File: src/rtl/ipi_pkg.sv
package ipi_pkg;
  typedef enum logic [1:0] {
    SH_NONE   = 2'b00,
    SH_SELF   = 2'b01,
    SH_ALL    = 2'b10,
    SH_OTHERS = 2'b11
  } shorthand_e;

  typedef struct packed {
    shorthand_e  sh;
    logic        trig;
    logic        level;
    logic [2:0]  mode;
    logic [7:0]  vector;
  } cmd_t;

  localparam int VEC_LSB  = 0;
  localparam int MODE_LSB = 8;
  localparam int BUSY_BIT = 12;
  localparam int LVL_BIT  = 14;
  localparam int TRIG_BIT = 15;
  localparam int RRS_LSB  = 16;
  localparam int SH_LSB   = 18;
  localparam int ERR_BIT  = 20;
  localparam int DEST_LSB = 24;

  localparam logic [1:0] RRS_INVALID = 2'b00;
endpackage

File: src/rtl/ipi_rst_sync.sv
module ipi_rst_sync #(
  parameter int STAGES = 2
) (
  input  logic clk,
  input  logic rst_n,
  output logic rst_sync_n
);
  logic [STAGES-1:0] sync_q;
  logic [STAGES-1:0] sync_d;

  always_comb sync_d = {sync_q[STAGES-2:0], 1'b1};

  always_ff @(posedge clk or negedge rst_n) begin
    if (!rst_n) sync_q <= '0;
    else        sync_q <= sync_d;
  end

  assign rst_sync_n = sync_q[STAGES-1];
endmodule

File: src/rtl/ipi_regs.sv
module ipi_regs
  import ipi_pkg::*;
#(
  parameter int          ADDR_W = 12,
  parameter int          ID_W   = 8,
  parameter logic [ADDR_W-1:0] LO_OFS = ADDR_W'(12'h300),
  parameter logic [ADDR_W-1:0] HI_OFS = ADDR_W'(12'h310)
) (
  input  logic              clk,
  input  logic              rst_n,
  input  logic              wr,
  input  logic [ADDR_W-1:0] addr,
  input  logic [31:0]       wdata,
  input  cmd_t              cmd_q,
  input  logic              busy,
  input  logic              err,
  output logic              lo_wr,
  output logic [ID_W-1:0]   dest_id,
  output cmd_t              wcmd,
  output logic [31:0]       rdata
);
  logic            hi_wr;
  logic [ID_W-1:0] id_q;
  logic [ID_W-1:0] id_d;
  logic            unused_wbits;

  assign lo_wr = wr && (addr == LO_OFS);
  assign hi_wr = wr && (addr == HI_OFS);
  assign unused_wbits = ^wdata;

  always_comb begin
    wcmd.vector = wdata[VEC_LSB +: 8];
    wcmd.mode   = wdata[MODE_LSB +: 3];
    wcmd.level  = wdata[LVL_BIT];
    wcmd.trig   = wdata[TRIG_BIT];
    wcmd.sh     = shorthand_e'(wdata[SH_LSB +: 2]);
  end

  always_comb begin
    id_d = id_q;
    if (hi_wr) id_d = wdata[DEST_LSB +: ID_W];
  end

  always_ff @(posedge clk or negedge rst_n) begin
    if (!rst_n) id_q <= '0;
    else        id_q <= id_d;
  end

  assign dest_id = id_q;

  always_comb begin
    rdata = '0;
    if (addr == LO_OFS) begin
      rdata[VEC_LSB +: 8]  = cmd_q.vector;
      rdata[MODE_LSB +: 3] = cmd_q.mode;
      rdata[BUSY_BIT]      = busy;
      rdata[LVL_BIT]       = cmd_q.level;
      rdata[TRIG_BIT]      = cmd_q.trig;
      rdata[RRS_LSB +: 2]  = RRS_INVALID;
      rdata[SH_LSB +: 2]   = cmd_q.sh;
      rdata[ERR_BIT]       = err;
    end else if (addr == HI_OFS) begin
      rdata[DEST_LSB +: ID_W] = id_q;
    end
  end
endmodule

File: src/rtl/ipi_dest_resolve.sv
module ipi_dest_resolve
  import ipi_pkg::*;
#(
  parameter int NUM_CPU = 8,
  parameter int ID_W    = 8
) (
  input  shorthand_e         sh,
  input  logic [ID_W-1:0]    dest_id,
  input  logic [ID_W-1:0]    self_id,
  output logic [NUM_CPU-1:0] mask
);
  for (genvar i = 0; i < NUM_CPU; i++) begin : g_cpu
    localparam logic [ID_W-1:0] IDX = ID_W'(i);
    logic hit_dest;
    logic hit_self;
    assign hit_dest = (dest_id == IDX);
    assign hit_self = (self_id == IDX);
    always_comb begin
      unique case (sh)
        SH_NONE:   mask[i] = hit_dest;
        SH_SELF:   mask[i] = hit_self;
        SH_ALL:    mask[i] = 1'b1;
        default:   mask[i] = !hit_self;
      endcase
    end
  end
endmodule

File: src/rtl/ipi_send_engine.sv
module ipi_send_engine
  import ipi_pkg::*;
#(
  parameter int NUM_CPU = 8
) (
  input  logic               clk,
  input  logic               rst_n,
  input  logic               lo_wr,
  input  cmd_t               wcmd,
  input  logic [NUM_CPU-1:0] wmask,
  input  logic               msg_ready,
  output logic               busy,
  output logic               err,
  output cmd_t               cmd_q,
  output logic [NUM_CPU-1:0] dest_q
);
  logic               busy_q, busy_d;
  logic               err_q, err_d;
  cmd_t               cmd_d;
  logic [NUM_CPU-1:0] dest_d;
  logic               accept;
  logic               launch;

  assign accept = busy_q && msg_ready;
  assign launch = lo_wr && (!busy_q || msg_ready);

  always_comb begin
    busy_d = busy_q;
    err_d  = err_q;
    cmd_d  = cmd_q;
    dest_d = dest_q;
    if (launch) begin
      busy_d = 1'b1;
      err_d  = 1'b0;
      cmd_d  = wcmd;
      dest_d = wmask;
    end else begin
      if (accept) busy_d = 1'b0;
      if (lo_wr)  err_d  = 1'b1;
    end
  end

  always_ff @(posedge clk or negedge rst_n) begin
    if (!rst_n) begin
      busy_q <= 1'b0;
      err_q  <= 1'b0;
      cmd_q  <= '0;
      dest_q <= '0;
    end else begin
      busy_q <= busy_d;
      err_q  <= err_d;
      cmd_q  <= cmd_d;
      dest_q <= dest_d;
    end
  end

  assign busy = busy_q;
  assign err  = err_q;
endmodule

File: src/rtl/ipi_cmd_unit.sv
module ipi_cmd_unit
  import ipi_pkg::*;
#(
  parameter int NUM_CPU = 8,
  parameter int ID_W    = 8,
  parameter int ADDR_W  = 12,
  parameter logic [ADDR_W-1:0] LO_OFS = ADDR_W'(12'h300),
  parameter logic [ADDR_W-1:0] HI_OFS = ADDR_W'(12'h310)
) (
  input  logic               clk,
  input  logic               rst_n,
  input  logic [ID_W-1:0]    self_id,
  input  logic               reg_wr,
  input  logic [ADDR_W-1:0]  reg_addr,
  input  logic [31:0]        reg_wdata,
  output logic [31:0]        reg_rdata,
  output logic               msg_valid,
  input  logic               msg_ready,
  output logic [7:0]         msg_vector,
  output logic [2:0]         msg_mode,
  output logic               msg_trig_level,
  output logic               msg_level_assert,
  output logic [NUM_CPU-1:0] msg_dest
);
  logic               rst_sync_n;
  logic               lo_wr;
  logic [ID_W-1:0]    dest_id;
  cmd_t               wcmd;
  cmd_t               cmd_q;
  logic [NUM_CPU-1:0] wmask;
  logic               busy;
  logic               send_err;

  ipi_rst_sync #(.STAGES(2)) u_rst (
    .clk        (clk),
    .rst_n      (rst_n),
    .rst_sync_n (rst_sync_n)
  );

  ipi_regs #(
    .ADDR_W (ADDR_W),
    .ID_W   (ID_W),
    .LO_OFS (LO_OFS),
    .HI_OFS (HI_OFS)
  ) u_regs (
    .clk     (clk),
    .rst_n   (rst_sync_n),
    .wr      (reg_wr),
    .addr    (reg_addr),
    .wdata   (reg_wdata),
    .cmd_q   (cmd_q),
    .busy    (busy),
    .err     (send_err),
    .lo_wr   (lo_wr),
    .dest_id (dest_id),
    .wcmd    (wcmd),
    .rdata   (reg_rdata)
  );

  ipi_dest_resolve #(
    .NUM_CPU (NUM_CPU),
    .ID_W    (ID_W)
  ) u_dest (
    .sh      (wcmd.sh),
    .dest_id (dest_id),
    .self_id (self_id),
    .mask    (wmask)
  );

  ipi_send_engine #(.NUM_CPU(NUM_CPU)) u_eng (
    .clk       (clk),
    .rst_n     (rst_sync_n),
    .lo_wr     (lo_wr),
    .wcmd      (wcmd),
    .wmask     (wmask),
    .msg_ready (msg_ready),
    .busy      (busy),
    .err       (send_err),
    .cmd_q     (cmd_q),
    .dest_q    (msg_dest)
  );

  assign msg_valid        = busy;
  assign msg_vector       = cmd_q.vector;
  assign msg_mode         = cmd_q.mode;
  assign msg_trig_level   = cmd_q.trig;
  assign msg_level_assert = cmd_q.level;
endmodule

File: config.mk
export PLATFORM = sky130hd
export DESIGN_NAME = ipi_cmd_unit
export DESIGN_NICKNAME = d
export VERILOG_FILES = /design/src/rtl/ipi_pkg.sv /design/src/rtl/ipi_rst_sync.sv /design/src/rtl/ipi_regs.sv /design/src/rtl/ipi_dest_resolve.sv /design/src/rtl/ipi_send_engine.sv /design/src/rtl/ipi_cmd_unit.sv
export SDC_FILE = /design/constraint.sdc
export NUM_CORES = 1
export LEC_CHECK = 0
export ABC_CLOCK_PERIOD_IN_PS = 2009
export BUFFER_PORTS_ARGS = -buffer_cell sky130_fd_sc_hd__buf_2
export CORE_UTILIZATION = 40
export DETAILED_ROUTE_END_ITERATION = 10
export HOLD_SLACK_MARGIN = 0.05
export PLACE_DENSITY = 0.8
export SYNTH_ARGS = -nofsm -noshare
export SYNTH_HDL_FRONTEND = slang
export SYNTH_SLANG_ARGS = --single-unit
File: constraint.sdc
create_clock -name clk -period 2.01 [get_ports clk]
set_input_delay 0.1005 -clock clk [delete_from_list [all_inputs] [get_ports clk]]
set_output_delay 0.1005 -clock clk [all_outputs]
set_load 0.005 [all_outputs]
# After elaboration in Yosys (flattened, before gate mapping)

Cells that the tools add are included.

Add/sub/neg operators: 0
$mul: 0
Div/mod/pow operators: 0
Order comparisons: 0
Equal/unequal tests: 18
Shift-type cells: 0
Mux-type cells: 17
Bitwise operators: 0
Reductions and logical operators: 19

Operator list:

| cell                 | number |
|---|---|
| $eq 8x3->1 const B   | 8 |
| $eq 8x2->1 const B   | 4 |
| $eq 12x10->1 const B | 2 |
| $pmux 1 s3           | 8 |
| $eq 8x1->1 const B   | 2 |
| $logic_not 8->1      | 2 |
| $mux 8               | 2 |
| $mux 11              | 1 |
| $logic_not 1->1      | 9 |
| $mux 7               | 1 |
| $mux 1               | 5 |
| $logic_and 1x1->1    | 4 |
| $reduce_bool 2->1    | 2 |
| $eq 2x1->1 const B   | 1 |
| $eq 2x2->1 const B   | 1 |
| $logic_not 2->1      | 1 |
| $logic_or 1x1->1     | 1 |

Register bits: 35
Latch bits: 0
Memory bits (writable): 0
Memory bits (read-only): 0
Input port bits: 56
Output and inout bits: 54
Word-level logic and storage cells: 64
Memories: 0

# Longest topological paths before layout

Depth in word-level cells: 4
Depth in mapped cells: 5

# By module

From an unflattened synthesis, not the netlist that was laid out.

Cell total of the unflattened synthesis: 181
Area total of the unflattened synthesis: 2115.8 µm²

Modules (own cells, without submodules):

| module           | instances | cells each | area an instance (µm²) | seq. area each (µm²) |
|---|---|---|---|---|
| ipi_send_engine  | 1         | 55         | 1027.2                 | 625.6 |
| ipi_regs         | 1         | 74         | 710.7                  | 200.2 |
| ipi_dest_resolve | 1         | 49         | 324.1                  | 0.0 |
| ipi_rst_sync     | 1         | 3          | 53.8                   | 50.0 |

# Worst setup path before layout

OpenSTA, ideal clock, no wires.

Path type: register to register
Start: register u_regs.id_q[5], in the netlist u_regs.dest_id[5]
End: register u_eng.dest_q[5]
Library setup time: 0.064 ns
Data arrival time: 1.729 ns
Required time: 1.946 ns
Setup slack: 0.217 ns
Stages on the path, launching flop included: 5
Path buffers: 0
Period minus slack after synthesis: 1.793 ns
Path through: dfrtp_1 > or4_1 > or4b_1 > a32oi_1 > mux2_2

Word-level cells in the longest chain between the ends: 2

Ends and longest elaborated chain:

| item                   | line                   | RTL |
|---|---|---|
| from (decl)            | ipi_regs.sv:23         | `logic [ID_W-1:0] id_q;` |
| from (signal assigned) | ipi_regs.sv:46         | `else id_q <= id_d;` |
| $eq 8x3->1             | ipi_dest_resolve.sv:16 | `assign hit_dest = (dest_id == IDX);` |
| $pmux 1 s3             | ipi_dest_resolve.sv:19 | `unique case (sh)` |
| to (signal assigned)   | ipi_send_engine.sv:53  | `dest_q <= dest_d;` |
| to (decl)              | ipi_send_engine.sv:15  | `output logic [NUM_CPU-1:0] dest_q` |

Every way passes these cells.
A chain may end at the register's enable or synchronous reset.

# Worst setup path after layout

Same ends and word-level chain as after synthesis.

==> results.sh <==
export IMPL_drc=0
export IMPL_criticalPathCategory="reg -> reg"
export IMPL_post_route_period_util_pct=95.1
export IMPL_fmax_mhz=523
export IMPL_holdWs_ns=0.0579
export IMPL_io_buffer_count=93
export IMPL_grt_pass1_wl_um=7150
export IMPL_run_status="complete, no violations"
export IMPL_diodes=0
export IMPL_slowest_delay_ns=0.57
export IMPL_die_w_um=72.6
export IMPL_synthAdderAreaFrac_pct=0
export IMPL_critPathLaunchType="flop"
export IMPL_fill_cells=425
export IMPL_ios=110
export IMPL_synth_compound_area_share_pct=4.33
export IMPL_relSlewSlack_pct=62.6
export IMPL_vias_per_cell=4.84
export IMPL_crit_path_end_kind="flop"
export IMPL_clk_insertion_delay_late_ns=0.28
export IMPL_cts_tree="built"
export IMPL_worstPathCellList="or4_4 > or4b_1 > a32oi_1 > mux2_2"
export IMPL_coreArea_um2=4750
export IMPL_grtUsageTotal_pct=17.8
export IMPL_grt_max_degree=20
export IMPL_clockBufferDepth=2
export IMPL_vdd_drop_max_mv=0.321
export IMPL_crit_arrival_ns=2.14
export IMPL_gp_congestion=0.818
export IMPL_power_total_mw=1.37
export IMPL_fin_nets=341
export IMPL_path_buf_inv=0
export IMPL_clock_sinks=35
export IMPL_synth_cell_types=37
export IMPL_initial_utilization_pct=41.9
export IMPL_ctsRootBufferMaster="clkbuf_8"
export IMPL_cpLargestDelayFamily="simple AND/OR/NAND/NOR gates"
export IMPL_placed_area_um2=2460
export IMPL_seqCellArea_um2=876
export IMPL_rsz0062_at_grt="no"
export IMPL_syn_area_per_cell_um2=11.5
export IMPL_ys_ff_latch=35
export IMPL_areaGrowthSynthToFinish_pct=38.5
export IMPL_synth_top_cell_area_share_pct=43.9
export IMPL_numCtsBuffers=5
export IMPL_cp_slowest_cell="or4_4"
export IMPL_finalSetupViolations=0
export IMPL_drt_pass1_iterations=4
export IMPL_dp_hpwl_um=3300
export IMPL_drt_iter0_drc=67
export IMPL_drt_wirelength_per_cell_um=12.9
export IMPL_vias=1705
export IMPL_synth_area_um2=1990
export IMPL_yosysWarnings=0
export IMPL_hp_class="in -> reg"
export IMPL_rows=25
export IMPL_first_global_vias=1509
export IMPL_path_clk_slew_ns=0.07
export IMPL_antenna_found_initial=0
export IMPL_ys_top_cells_by_area="dfrtp_1, mux2_2, buf_4"
export IMPL_setup_tns_final_ns=0
export IMPL_ys_seq_area_share_pct=43.9
export IMPL_synth_cells=173
export IMPL_dp_slack_ns=0.0703
export IMPL_power_density_nw_per_um2=495
export IMPL_synthXorXnorAreaFrac_pct=0
export IMPL_required_ns=2.23
export IMPL_grt_overflow_total=0
export IMPL_muxShareOfSynthArea_pct=17.4
export IMPL_yosysTopAreaCell="dfrtp_1"
export IMPL_synthSimpleGateAreaFrac_pct=24.5
export IMPL_cts_max_level=2
export IMPL_finalWorstSetupSlack_ns=0.0993
export IMPL_finalHoldViolations=0
export IMPL_path_max_fanout=5
export IMPL_dieArea_um2=5270
export IMPL_total_leakage_power_nw=1.51
export IMPL_fin_util_pct=58.1
export IMPL_period_needed_ns=1.91
export IMPL_ant_nets=0
export IMPL_worst_pin_slew_ns=0.556
export IMPL_fin_cells=352
export IMPL_placedCellCount=324
export IMPL_synth_top_family_by_area="simple AND/OR/NAND/NOR gates"
export IMPL_multi_input_area_um2=957
export IMPL_final_cell_area_um2=2760
export IMPL_die_y_um=72.6
export IMPL_routed_wl_um=4530
export IMPL_skew_ns=0.00341
export IMPL_slew_viol_final=0
export IMPL_cap_violations=0
export IMPL_drive_above_1_share_pct=54.4
[cell usage in the layout, fill, tap and decap left out, types with 2 or more instances in the layout]
cell type / instances
nor4b_1: 2
conb_1: 8
a32oi_1: 6
or4_1: 2
nor2_1: 3
dfrtp_1: 35
clkbuf_8: 6
buf_2: 93
nor2b_1: 2
inv_1: 4
or4_4: 2
dlygate4sd3_1: 21
buf_4: 9
nand3_1: 5
and2_2: 8
nor4_4: 3
or3_1: 2
nand4_1: 6
and2_1: 18
mux2_2: 29
nor3_1: 2
nand2_1: 3
[sequential cells by signal, summed over array words and instances (netlist names)]
| signal | flops |
|---|---|
| u_eng.cmd_q | 15 |
| u_eng.dest_q | 8 |
| u_regs.dest_id | 8 |
| u_rst.sync_q | 2 |
| u_eng.busy | 1 |
| u_eng.err | 1 |
[report_power, final]
part	switching (mW)	leakage, nW	internal [mW]
Clock	0.242	0.0470	0.269
Sequential	0.00296	0.479	0.709
Combinational	0.0649	0.981	0.0799
Total	0.310	1.51	1.06
[cell usage after synthesis, drive strengths merged]
master / count
nand4b: 1
or3b: 1
mux2: 30
or3: 2
a32o: 1
nor4b: 2
nor2: 3
nor2b: 2
and2: 26
or4: 4
a21oi: 1
nand2b: 1
nor4: 4
mux2i: 1
a32oi: 6
or4b: 1
nand3: 5
and3: 1
dfrtp: 35
nor3: 2
buf: 21
inv: 4
nand4: 6
a31o: 1
o32a: 1
or4bb: 1
and4: 1
clkbuf: 3
nand2: 4
conb: 2
[cell type report]
type / count / share of cell area [%]
Clock buffer: 6 / 2.99
Sequential cell: 35 / 31.7
Tap cell: 67 / 3.03
Timing Repair Buffer: 123 / 26.9
Clock inverter: 1 / 0.181
Inverter: 4 / 0.543
Multi-Input combinational cell: 116 / 34.6
[path summary, 6_finish.rpt]
kind / cells past startpoint / endpoint / slack (ns) / start
setup / recovery: 4 / u_eng.dest_q[5] / 0.1 / u_regs.dest_id[5]
hold / removal: 2 / u_regs.dest_id[5] / 0.06 / reg_wdata[29]
setup reg to reg: 4 / u_eng.dest_q[5] / 0.1 / u_regs.dest_id[5]
hold reg to reg: 1 / u_eng.dest_q[4] / 0.23 / u_rst.sync_q[1]
max in group asynchronous: 1 / u_eng.cmd_q[8] / 1.32 / u_rst.sync_q[1]
min in group asynchronous: 2 / u_rst.sync_q[0] / 0.13 / rst_n
[per-layer routing]
metal	GRT usage [%]	wire length, um	vias up
met1	22.8	1940	799
met2	29.5	2240	76
met3	5.39	325	4
li1	-	-	826
met5	0	0	-
met4	4.58	28	0
[repair_timing]
item | in CTS | in global routing
setup endpoints to repair | 0 | 2
hold endpoints to repair | 22 | 0
setup buffers | 0 | 0
gates resized for setup | 0 | 1
hold buffers | 21 | 0
[logic make-up (layout without fill, tap and decap cells)]
logic type             Yosys count  after routing
and+or+nand+nor                 67             67
buffers and inverters           28            134
muxes                           31             31
other                            2              8
DFF                             35             35
AOI/OAI and AO/OA               10             10
Note: power is estimated with default switching activity, not from simulation.
